File: config.mk
export PLATFORM = sky130hd
export DESIGN_NAME = adc_out_fmt
export DESIGN_NICKNAME = d
export VERILOG_FILES = /design/src/rtl/adc_fmt_pkg.sv /design/src/rtl/fmt_clamp.sv /design/src/rtl/fmt_coder.sv /design/src/rtl/fmt_decim.sv /design/src/rtl/fmt_pattern.sv /design/src/rtl/adc_out_fmt.sv
export SDC_FILE = /design/constraint.sdc
export NUM_CORES = 1
export LEC_CHECK = 0
export CAP_MARGIN = 25
export CORE_AREA = 2 2 60 62
export DETAILED_ROUTE_END_ITERATION = 8
export DIE_AREA = 0 0 62 64
export SYNTH_ARGS = -nofsm -noshare
export SYNTH_HDL_FRONTEND = slang
export SYNTH_SLANG_ARGS = --single-unit
File: constraint.sdc
create_clock -name clk -period 3.5 [get_ports clk]
set_input_delay 0.525 -clock clk [delete_from_list [all_inputs] [get_ports clk]]
set_output_delay 0.525 -clock clk [all_outputs]
set_load 0.01 [all_outputs]
File: src/rtl/adc_fmt_pkg.sv
package adc_fmt_pkg;
  localparam int unsigned FMT_DATA_W = 10;
  localparam int unsigned FMT_DECIM_LOG2 = 5;

  typedef enum logic [1:0] {
    RNG_INSIDE = 2'd0,
    RNG_ABOVE  = 2'd1,
    RNG_BELOW  = 2'd2
  } range_e;
endpackage

File: src/rtl/fmt_clamp.sv
module fmt_clamp
  import adc_fmt_pkg::*;
#(
  parameter int unsigned DATA_W = FMT_DATA_W
) (
  input  logic [DATA_W-1:0] raw,
  input  logic              over,
  input  logic              under,
  output logic [DATA_W-1:0] code,
  output logic              oor
);
  range_e rng;

  // above-range wins if both flags are raised
  always_comb begin
    if (over)       rng = RNG_ABOVE;
    else if (under) rng = RNG_BELOW;
    else            rng = RNG_INSIDE;
  end

  always_comb begin
    unique case (rng)
      RNG_ABOVE: code = '1;
      RNG_BELOW: code = '0;
      default:   code = raw;
    endcase
    oor = (rng != RNG_INSIDE);
  end
endmodule

File: src/rtl/fmt_coder.sv
module fmt_coder #(
  parameter int unsigned DATA_W = 10
) (
  input  logic              gray_sel,
  input  logic [DATA_W-1:0] code_in,
  output logic [DATA_W-1:0] code_out
);
  logic [DATA_W-1:0] gray;

  for (genvar i = 0; i < DATA_W; i++) begin : g_bit
    if (i == DATA_W - 1) begin : g_top
      assign gray[i] = code_in[i];
    end else begin : g_low
      assign gray[i] = code_in[i] ^ code_in[i+1];
    end
  end

  assign code_out = gray_sel ? gray : code_in;
endmodule

File: src/rtl/fmt_decim.sv
module fmt_decim #(
  parameter int unsigned CNT_W = 5
) (
  input  logic clk,
  input  logic rst,
  input  logic dec_en,
  input  logic accept,
  output logic keep
);
  logic [CNT_W-1:0] cnt;

  always_ff @(posedge clk) begin
    if (rst || !dec_en) cnt <= '0;
    else if (accept)    cnt <= cnt + 1'b1;
  end

  assign keep = !dec_en || (cnt == '0);
endmodule

File: src/rtl/fmt_pattern.sv
module fmt_pattern #(
  parameter int unsigned DATA_W = 10
) (
  input  logic              clk,
  input  logic              rst,
  input  logic              pat_en,
  input  logic              step,
  output logic [DATA_W-1:0] word
);
  logic phase;

  always_ff @(posedge clk) begin
    if (rst || !pat_en) phase <= 1'b0;
    else if (step)      phase <= ~phase;
  end

  for (genvar i = 0; i < DATA_W; i++) begin : g_bit
    assign word[i] = ((i % 2) == 0) ? ~phase : phase;
  end
endmodule

File: src/rtl/adc_out_fmt.sv
module adc_out_fmt
  import adc_fmt_pkg::*;
#(
  parameter int unsigned DATA_W = FMT_DATA_W,
  parameter int unsigned DECIM_LOG2 = FMT_DECIM_LOG2
) (
  input  logic              clk,
  input  logic              rst,
  input  logic              in_valid,
  output logic              in_ready,
  input  logic [DATA_W-1:0] in_data,
  input  logic              in_over,
  input  logic              in_under,
  input  logic              gray_sel,
  input  logic              pat_en,
  input  logic              dec_en,
  output logic              out_valid,
  input  logic              out_ready,
  output logic [DATA_W-1:0] out_data,
  output logic              out_oor
);
  logic              accept;
  logic              keep;
  logic              emit;
  logic              rng_oor;
  logic [DATA_W-1:0] clamped;
  logic [DATA_W-1:0] coded;
  logic [DATA_W-1:0] pat_word;

  assign in_ready = !out_valid || out_ready;
  assign accept   = in_valid && in_ready;
  assign emit     = accept && keep;

  fmt_clamp #(.DATA_W(DATA_W)) u_clamp (
    .raw(in_data), .over(in_over), .under(in_under),
    .code(clamped), .oor(rng_oor)
  );

  fmt_coder #(.DATA_W(DATA_W)) u_coder (
    .gray_sel(gray_sel), .code_in(clamped), .code_out(coded)
  );

  fmt_decim #(.CNT_W(DECIM_LOG2)) u_decim (
    .clk(clk), .rst(rst), .dec_en(dec_en), .accept(accept), .keep(keep)
  );

  fmt_pattern #(.DATA_W(DATA_W)) u_pattern (
    .clk(clk), .rst(rst), .pat_en(pat_en), .step(emit), .word(pat_word)
  );

  always_ff @(posedge clk) begin
    if (rst) begin
      out_valid <= 1'b0;
      out_data  <= '0;
      out_oor   <= 1'b0;
    end else if (emit) begin
      out_valid <= 1'b1;
      out_data  <= pat_en ? pat_word : coded;
      out_oor   <= pat_en ? 1'b0 : rng_oor;
    end else if (out_ready) begin
      out_valid <= 1'b0;
    end
  end
endmodule

# After elaboration in Yosys (flattened, before gate mapping)
# Index checks and enable logic that the tools add are counted.
[word_totals] latch_bits=0 ramBits=0 register_bits=18 input_bits=19 mem_count=0 mem_bits_ro=0
[op_classes] addsub=1 shifts=0 magnitude_cmp=0 bitwise=10 n_mux=8 reduce_logical=12 div=0 eq_ne=2 n_mul=0
[ops] cell="$pmux W10 S2" n=1
[ops] cell="$mux W10" n=1
[ops] cell="$mux W9" n=1
[ops] cell="$xor A1 B1 Y1" n=9
[ops] cell="$add A5 B1 Y5 const B" n=1
[ops] cell="$logic_not A5 Y1" n=1
[ops] cell="$logic_or A1 B1 Y1" n=4
[ops] cell="$mux W2" n=2
[ops] cell="$reduce_bool A2 Y1" n=2
[ops] cell="$logic_not A1 Y1" n=3
[ops] cell="$mux W1" n=3
[ops] cell="$eq A2 B1 Y1 const B" n=1
[ops] cell="$eq A2 B2 Y1 const B" n=1
[ops] cell="$logic_and A1 B1 Y1" n=2
[ops] cell="$not A1 Y1" n=1

# Depth between registers and ports, before layout
# Gate-level depths: netlist of run 1.
[logic_depth] depth_word=7 ltp_mapped=7 mapped_depth_nobuf=6

# Cells and area by module
# A second synthesis of run 1 with hierarchy kept.
[unflattened] hier_cells=131 area_unflattened_um2=1239.9
[modules_own_cells] mod="adc_out_fmt" n_inst=1 cells_per_inst=57 area_per_inst_um2=628.1
[modules_own_cells] mod="fmt_decim" n_inst=1 cells_per_inst=28 area_per_inst_um2=271.5
[modules_own_cells] mod="fmt_coder" n_inst=1 cells_per_inst=20 area_per_inst_um2=131.4
[modules_own_cells] mod="fmt_pattern" n_inst=1 cells_per_inst=13 area_per_inst_um2=112.6
[modules_own_cells] mod="fmt_clamp" n_inst=1 cells_per_inst=13 area_per_inst_um2=96.3

# Worst setup path after synthesis of run 1
# No wires, ideal clock.
[synth_path] path_type="input port to flip-flop" from="input in_over" to="register out_data[8]" arrival_ps=1456 path_buffers=2 path_slack_ps=1927 cell_stages=6 setup_ps=117 path_cell_list="buf_2 > buf_2 > nor2_1 > a311oi_1 > o21bai_1 > a32o_1"
[synth_via] elab_chain_len=6
[synth_rtl] item="start: declaration" line="adc_out_fmt.sv:12" source="input logic in_over,"
[synth_rtl] item="$mux W2 (*)" line="fmt_clamp.sv:16" source="if (over) rng = RNG_ABOVE;"
[synth_rtl] item="$eq A2 B2 Y1 or $eq A2 B1 Y1 (tied branches)" line="fmt_clamp.sv:22" source="unique case (rng)"
[synth_rtl] item="$pmux W10 S2 (*)" line="fmt_clamp.sv:22"
[synth_rtl] item="$xor A1 B1 Y1" line="fmt_coder.sv:14" source="assign gray[i] = code_in[i] ^ code_in[i+1];"
[synth_rtl] item="$mux W9 (*)" line="fmt_coder.sv:18" source="assign code_out = gray_sel ? gray : code_in;"
[synth_rtl] item="$mux W10 (*)" line="adc_out_fmt.sv:58" source="out_data <= pat_en ? pat_word : coded;"
[synth_rtl] item="end signal: assignment" line="adc_out_fmt.sv:58"
[synth_rtl] item="end: declaration" line="adc_out_fmt.sv:19" source="output logic [DATA_W-1:0] out_data,"
# Mark *: on every way between the ends. The rest lies on a longest branch, timed or not.
# A chain may end at the register's enable or synchronous reset.

# Final worst setup path of run 1
[layout_path] from="input out_ready" to="output in_ready"
[layout_via] elab_chain_len=1
[layout_rtl] item="start: declaration" line="adc_out_fmt.sv:18" source="input logic out_ready,"
[layout_rtl] item="$logic_or A1 B1 Y1" line="adc_out_fmt.sv:30" source="assign in_ready = !out_valid || out_ready;"
[layout_rtl] item="end: declaration" line="adc_out_fmt.sv:10" source="output logic in_ready,"
# No other way between the ends.

==> results of run 1 <==
[worst paths after layout]
check,from,endpoint,slack (ns),cells past startpoint
max,out_ready,in_ready,1.08,3
min,out_data[5]$_SDFFE_PP0P_,out_data[5]$_SDFFE_PP0P_,0.47,2
max reg2reg,u_decim.cnt[0]$_SDFFE_PP0P_,out_data[2]$_SDFFE_PP0P_,1.76,6
min reg2reg,out_data[5]$_SDFFE_PP0P_,out_data[5]$_SDFFE_PP0P_,0.47,2
[power breakdown]
group	internal, uW	switching, uW	total, uW
Sequential	217	7.13	224
Combinational	67.6	57.9	126
Clock	39.9	59.0	98.8
[kinds of logic (layout without fill, tap and decap cells)]
logic type / count (synthesis) / count (layout) / share of synthesized area
AND/OR/NAND/NOR: 51 / 51 / 0.274
AO/OA/AOI/OAI: 41 / 41 / 0.279
flip-flops: 18 / 18 / 0.325
buffers and inverters: 16 / 42 / 0.0598
XOR/XNOR: 5 / 5 / 0.0395
adder cells (fa/ha/maj): 2 / 2 / 0.0226
[tightest hold or removal path, delay by kind of cell, from the launching register on]
family,cells,cell delay [ns]
AO/OA/AOI/OAI,1,0.05
flip-flops,1,0.32
AND/OR/NAND/NOR,1,0.06
[per-stage QoR]
step	worst slack [ns]	hold WS, ns
after global placement	1.10	0.448
after global routing	1.04	0.490
after detailed placement	1.09	0.454
after CTS	1.09	0.468
final	1.08	0.467
after floorplan	1.93	0.462
[synthesized netlist by cell type]
| library cell | number |
|---|---|
| a311oi_1 | 3 |
| xnor2_1 | 2 |
| nor4bb_1 | 3 |
| nor3b_1 | 3 |
| a32o_1 | 3 |
| o21ai_1 | 3 |
| dfxtp_1 | 18 |
| o21ba_2 | 2 |
| and2_1 | 3 |
| buf_2 | 4 |
| or3_1 | 2 |
| ha_1 | 2 |
| clkbuf_2 | 1 |
| o211ai_1 | 1 |
| and3_1 | 2 |
| nand2_1 | 6 |
| o21ai_0 | 1 |
| a211oi_1 | 2 |
| o211ai_4 | 1 |
| nand4_1 | 1 |
| nor2_1 | 12 |
| a21oi_1 | 10 |
| a221oi_1 | 5 |
| nor2b_1 | 6 |
| inv_1 | 8 |
| or3_4 | 1 |
| clkbuf_1 | 3 |
| nand2b_1 | 5 |
| nand3_1 | 6 |
| nor4b_4 | 1 |
| a21o_1 | 4 |
| o21bai_1 | 6 |
| xor2_1 | 3 |
[area by class of cell]
| class | instances | area, um2 |
|---|---|---|
| clock buffers | 3 | 22.5 |
| multi-input cells | 99 | 682 |
| repair buffers | 31 | 310 |
| inverters | 8 | 30.0 |
| fillers | 345 | 1820 |
| well taps | 46 | 57.6 |
| flip-flops and latches | 18 | 360 |
[metal layers]
metal,global-route usage,vias to the layer above
met5,0,-
met2,0.202,20
met1,0.212,479
li1,-,533
met3,0.0243,2
met4,0.0239,0
[registers in the layout, indices dropped and copies added, names as in the netlist]
name and cells:
u_decim.cnt 5, out_oor 1, out_valid 1, out_data 10, u_pattern.phase 1
==> impl_metrics.yaml, run 1 <==
worst_setup_path:
  cp-end-kind: "primary output"
  cpMaxStageDelayCell: "clkdlybuf4s50_1"
  crit_required_ns: 2.97
  crit_buf_inv: 2
  critPathArrivalTime_ns: 1.90
  worstPathCellList: "clkdlybuf4s50_1 -> nand2b_1 -> clkdlybuf4s50_1"
  cp_max_fo: 8
  cp-start-kind: "input port"
  cp_top_family: "buffers and inverters"
  worst_path_largest_cell_delay_ns: 0.61
  crit_top_cell: "clkdlybuf4s50_1"
  path_class: "in2out"
logic_synthesis:
  synth_cells: 133
  synth_largest_area_cell: "dfxtp_1"
  synth_cell_types: 33
  syn_area_um2: 1110
  ys_seq_area_frac: 0.325
  syn_nets: 154
  yosysWarnings: 0
  synthTopCellsByArea: "dfxtp_1 33%, a21oi_1 4.5%, nor2_1 4.1%"
  avgSynthCellArea_um2: 8.34
  synth_seq_cells: 18
  synth_top_area_frac: 0.325
route:
  maxUsedRoutingLayer: "met4"
  vias_per_cell: 5.04
  drt_iter0_drc: 44
  ant_nets: 0
  wl_met2_um: 1210
  detail_route.first_pass.iterations: 4
  drt-total-wl_um: 2630
  vias: 1034
  drc: 0
  post_drt_wl_per_cell_um: 12.8
  m1WireLength_um: 1320
  wl_met3_um: 82
global_routing:
  grt_usage: 0.138
  grt_pass1_vias: 937
  grt_pass1_wl_um: 4290
  grt_start_max_net_pins: 20
  globalRouteOverflowTotal: 0
  antenna_found_initial: 0
cells_and_area:
  nets: 182
  final_common_cell: "clkdlybuf4s50_1"
  syn2layout_area_growth_pct: 31.9
  fin_area_um2: 1460
  fin_cells: 205
  diodes: 0
  most-common-layout-cells: "31 x clkdlybuf4s50_1, 18 x dfxtp_1, 12 x nor2_1"
  drive_gt1_frac: 0.0503
  post-route-util: 0.445
clock_network:
  cts_tree: "built"
  root_buffer: "clkbuf_4"
  insertion_delay_ns: 0.28
  cts.sinks: 18
  clk_pin_slew_ns: 0.10
  hold_buffers: 0
  clockBufferDepth: 2
  postCtsSetupRepairBufs: 0
  cts_resized: 0
  htree_levels: 1
  cts_buffers: 3
floorplan:
  die_x_um: 62
  core_area_um2: 3280
  die_y_um: 64
  die-area_um2: 3970
  row_count: 21
  io_pins: 32
  start_util: 0.338
run:
  maxCapViolations: 0
placed_design:
  port-buffer-count: 31
  placed_cells: 202
  hpwl_um: 1990
  gp_congestion: 0.773
  detailed_place.area_um2: 1440
sta:
  setup_violations: 0
  rsz0062_at_grt: "false"
  drv_slew: 0
  skew_ns: 0.00130
  fmax_ghz: 0.413
  tns_ns: 0
  fin_crit_ns: 2.42
  hold_viol: 0
  final.period_utilization: 0.692
  slew_headroom: 0.590
  tightest_slew_ns: 0.614
power_and_ir_drop:
  p_per_area_nw_per_um2: 307
  leakagePower_uw: 0.000535
  max-vdd-ir-drop_mv: 0.211
  p_total_uw: 449
run_status:
  status: "finished, final reports clean"
worst_hold_path:
  hold_path_class: "reg2reg"
(Power assumes the default switching activity.)
==> run 2: changes to the inputs <==
==> constraint.sdc (replaced) <==
create_clock -name clk -period 2.2 [get_ports clk]
set_input_delay 0.33 -clock clk [delete_from_list [all_inputs] [get_ports clk]]
set_output_delay 0.33 -clock clk [all_outputs]
set_load 0.01 [all_outputs]
==> impl_metrics.yaml, run 2 (synthesis gave the netlist of run 1 again) <==
worst_hold_path:
  hold_path_class: "reg2reg"
power_and_ir_drop:
  power.internal_uw: 556
  p_clk_frac: 0.270
  p_sw_uw: 208
  switching_share: 0.272
  comb_power_share: 0.263
  seqPwrFrac: 0.468
  max-vdd-ir-drop_mv: 0.242
  leakagePower_uw: 0.000551
  p_per_area_nw_per_um2: 513
floorplan:
  row_count: 21
  die_y_um: 64
  io_pins: 32
  die_x_um: 62
  start_util: 0.338
  core_area_um2: 3280
  die-area_um2: 3970
route:
  post_drt_wl_per_cell_um: 12.2
  drc: 0
  drt_iter0_drc: 43
  ant_nets: 0
  vias_per_cell: 4.94
  vias: 1027
  drt-total-wl_um: 2540
  detail_route.first_pass.iterations: 4
clock_network:
  root_buffer: "clkbuf_4"
  postCtsSetupRepairBufs: 0
  cts.sinks: 18
  insertion_delay_ns: 0.29
  clk_pin_slew_ns: 0.10
  cts_tree: "built"
  htree_levels: 1
  clockBufferDepth: 2
  cts_buffers: 3
  hold_buffers: 0
  cts_resized: 0
global_routing:
  globalRouteOverflowTotal: 0
  grt_start_max_net_pins: 20
  grt_pass1_wl_um: 4370
  grt_pass1_vias: 952
  antenna_found_initial: 0
  grt_usage: 0.141
placed_design:
  port-buffer-count: 31
  place_ws_ns: 0.171
  gp_congestion: 0.773
  placed_cells: 204
  hpwl_um: 1940
sta:
  hold_slack_ns: 0.462
  hold_viol: 0
  slew_headroom: 0.640
  drv_slew: 0
  final.period_utilization: 0.874
  fin_crit_ns: 1.92
  tns_ns: 0
  setup_violations: 0
  tightest_slew_ns: 0.538
  post-route-worst-setup-slack_ns: 0.276
  skew_ns: 0.00395
  rsz0062_at_grt: "false"
  fmax_ghz: 0.520
cells_and_area:
  drive_gt1_frac: 0.0679
  final_common_cell: "clkdlybuf4s50_1"
  top_register: "out_data"
  largest_reg_flops: 10
  syn2layout_area_growth_pct: 34.5
  most-common-layout-cells: "31 x clkdlybuf4s50_1, 18 x dfxtp_1, 12 x nor2_1"
  nets: 184
  fin_cells: 208
  diodes: 0
  top_regs: "out_data (10), u_decim.cnt (5)"
worst_setup_path:
  worst_path_largest_cell_delay_ns: 0.59
  cp-start-kind: "input port"
  cpMaxStageDelayCell: "clkdlybuf4s50_1"
  cp_max_fo: 4
  path_class: "in2out"
  cp-end-kind: "primary output"
  worstPathCellList: "clkdlybuf4s50_1 -> nand2b_1 -> clkdlybuf4s50_1"
  crit_required_ns: 1.87
  critPathArrivalTime_ns: 1.59
  crit_top_cell: "clkdlybuf4s50_1"
run:
  maxCapViolations: 0
run_status:
  status: "finished, final reports clean"
-- run 2: changes by cell type in the layout (fill, tap and decap cells not counted), sizes merged --
cell    delta
buf        +2
clkbuf     +1
-- run 2: metal layers --
layer	GRT usage	part of all wire	up-vias
met5	0	0	-
met4	0.0399	0.0083	0
met3	0.0223	0.032	2
met2	0.203	0.44	18
met1	0.211	0.52	472
li1	-	-	535
-- run 2: power groups by stage --
stage               combinational [uW]  sequential, uW  clock (uW)
floorplan                          100             372           0
global placement                   199             364           0
detailed placement                 202             365           0
CTS                                202             358         219
global route                       222             360         226
finish                             201             357         206
-- run 2: worst paths after layout --
kind / endpoint / startpoint / slack, ns / cells after the start
worst max-delay path: in_ready / out_ready / 0.28 / 3
worst min-delay path: out_oor$_SDFFE_PP0P_ / out_oor$_SDFFE_PP0P_ / 0.46 / 2
worst max register to register: out_data[7]$_SDFFE_PP0P_ / u_decim.cnt[0]$_SDFFE_PP0P_ / 0.49 / 6
worst min register to register: out_oor$_SDFFE_PP0P_ / out_oor$_SDFFE_PP0P_ / 0.46 / 2
-- run 2: stage by stage --
step                      instance area [um2]  total power, uW  utilization
after floorplan                          1110              472            -
after global placement                   1460              564        0.443
after detailed placement                 1460              566        0.443
after CTS                                1490              779        0.454
after global routing                     1490              808        0.454
final                                    1490              764        0.454
-- run 2: final cells by class --
cell class,instances,area [um2]
timing repair buffer,33,325
clock buffer,4,36.3
fill,340,1790
inverter,8,30.0
sequential,18,360
multi-input combinational,99,682
tap,46,57.6
-- run 2: critical path, delay by kind of cell --
kind / cells / cell delay [ns]
buf+inv: 2 / 1.03
simple gates: 1 / 0.23
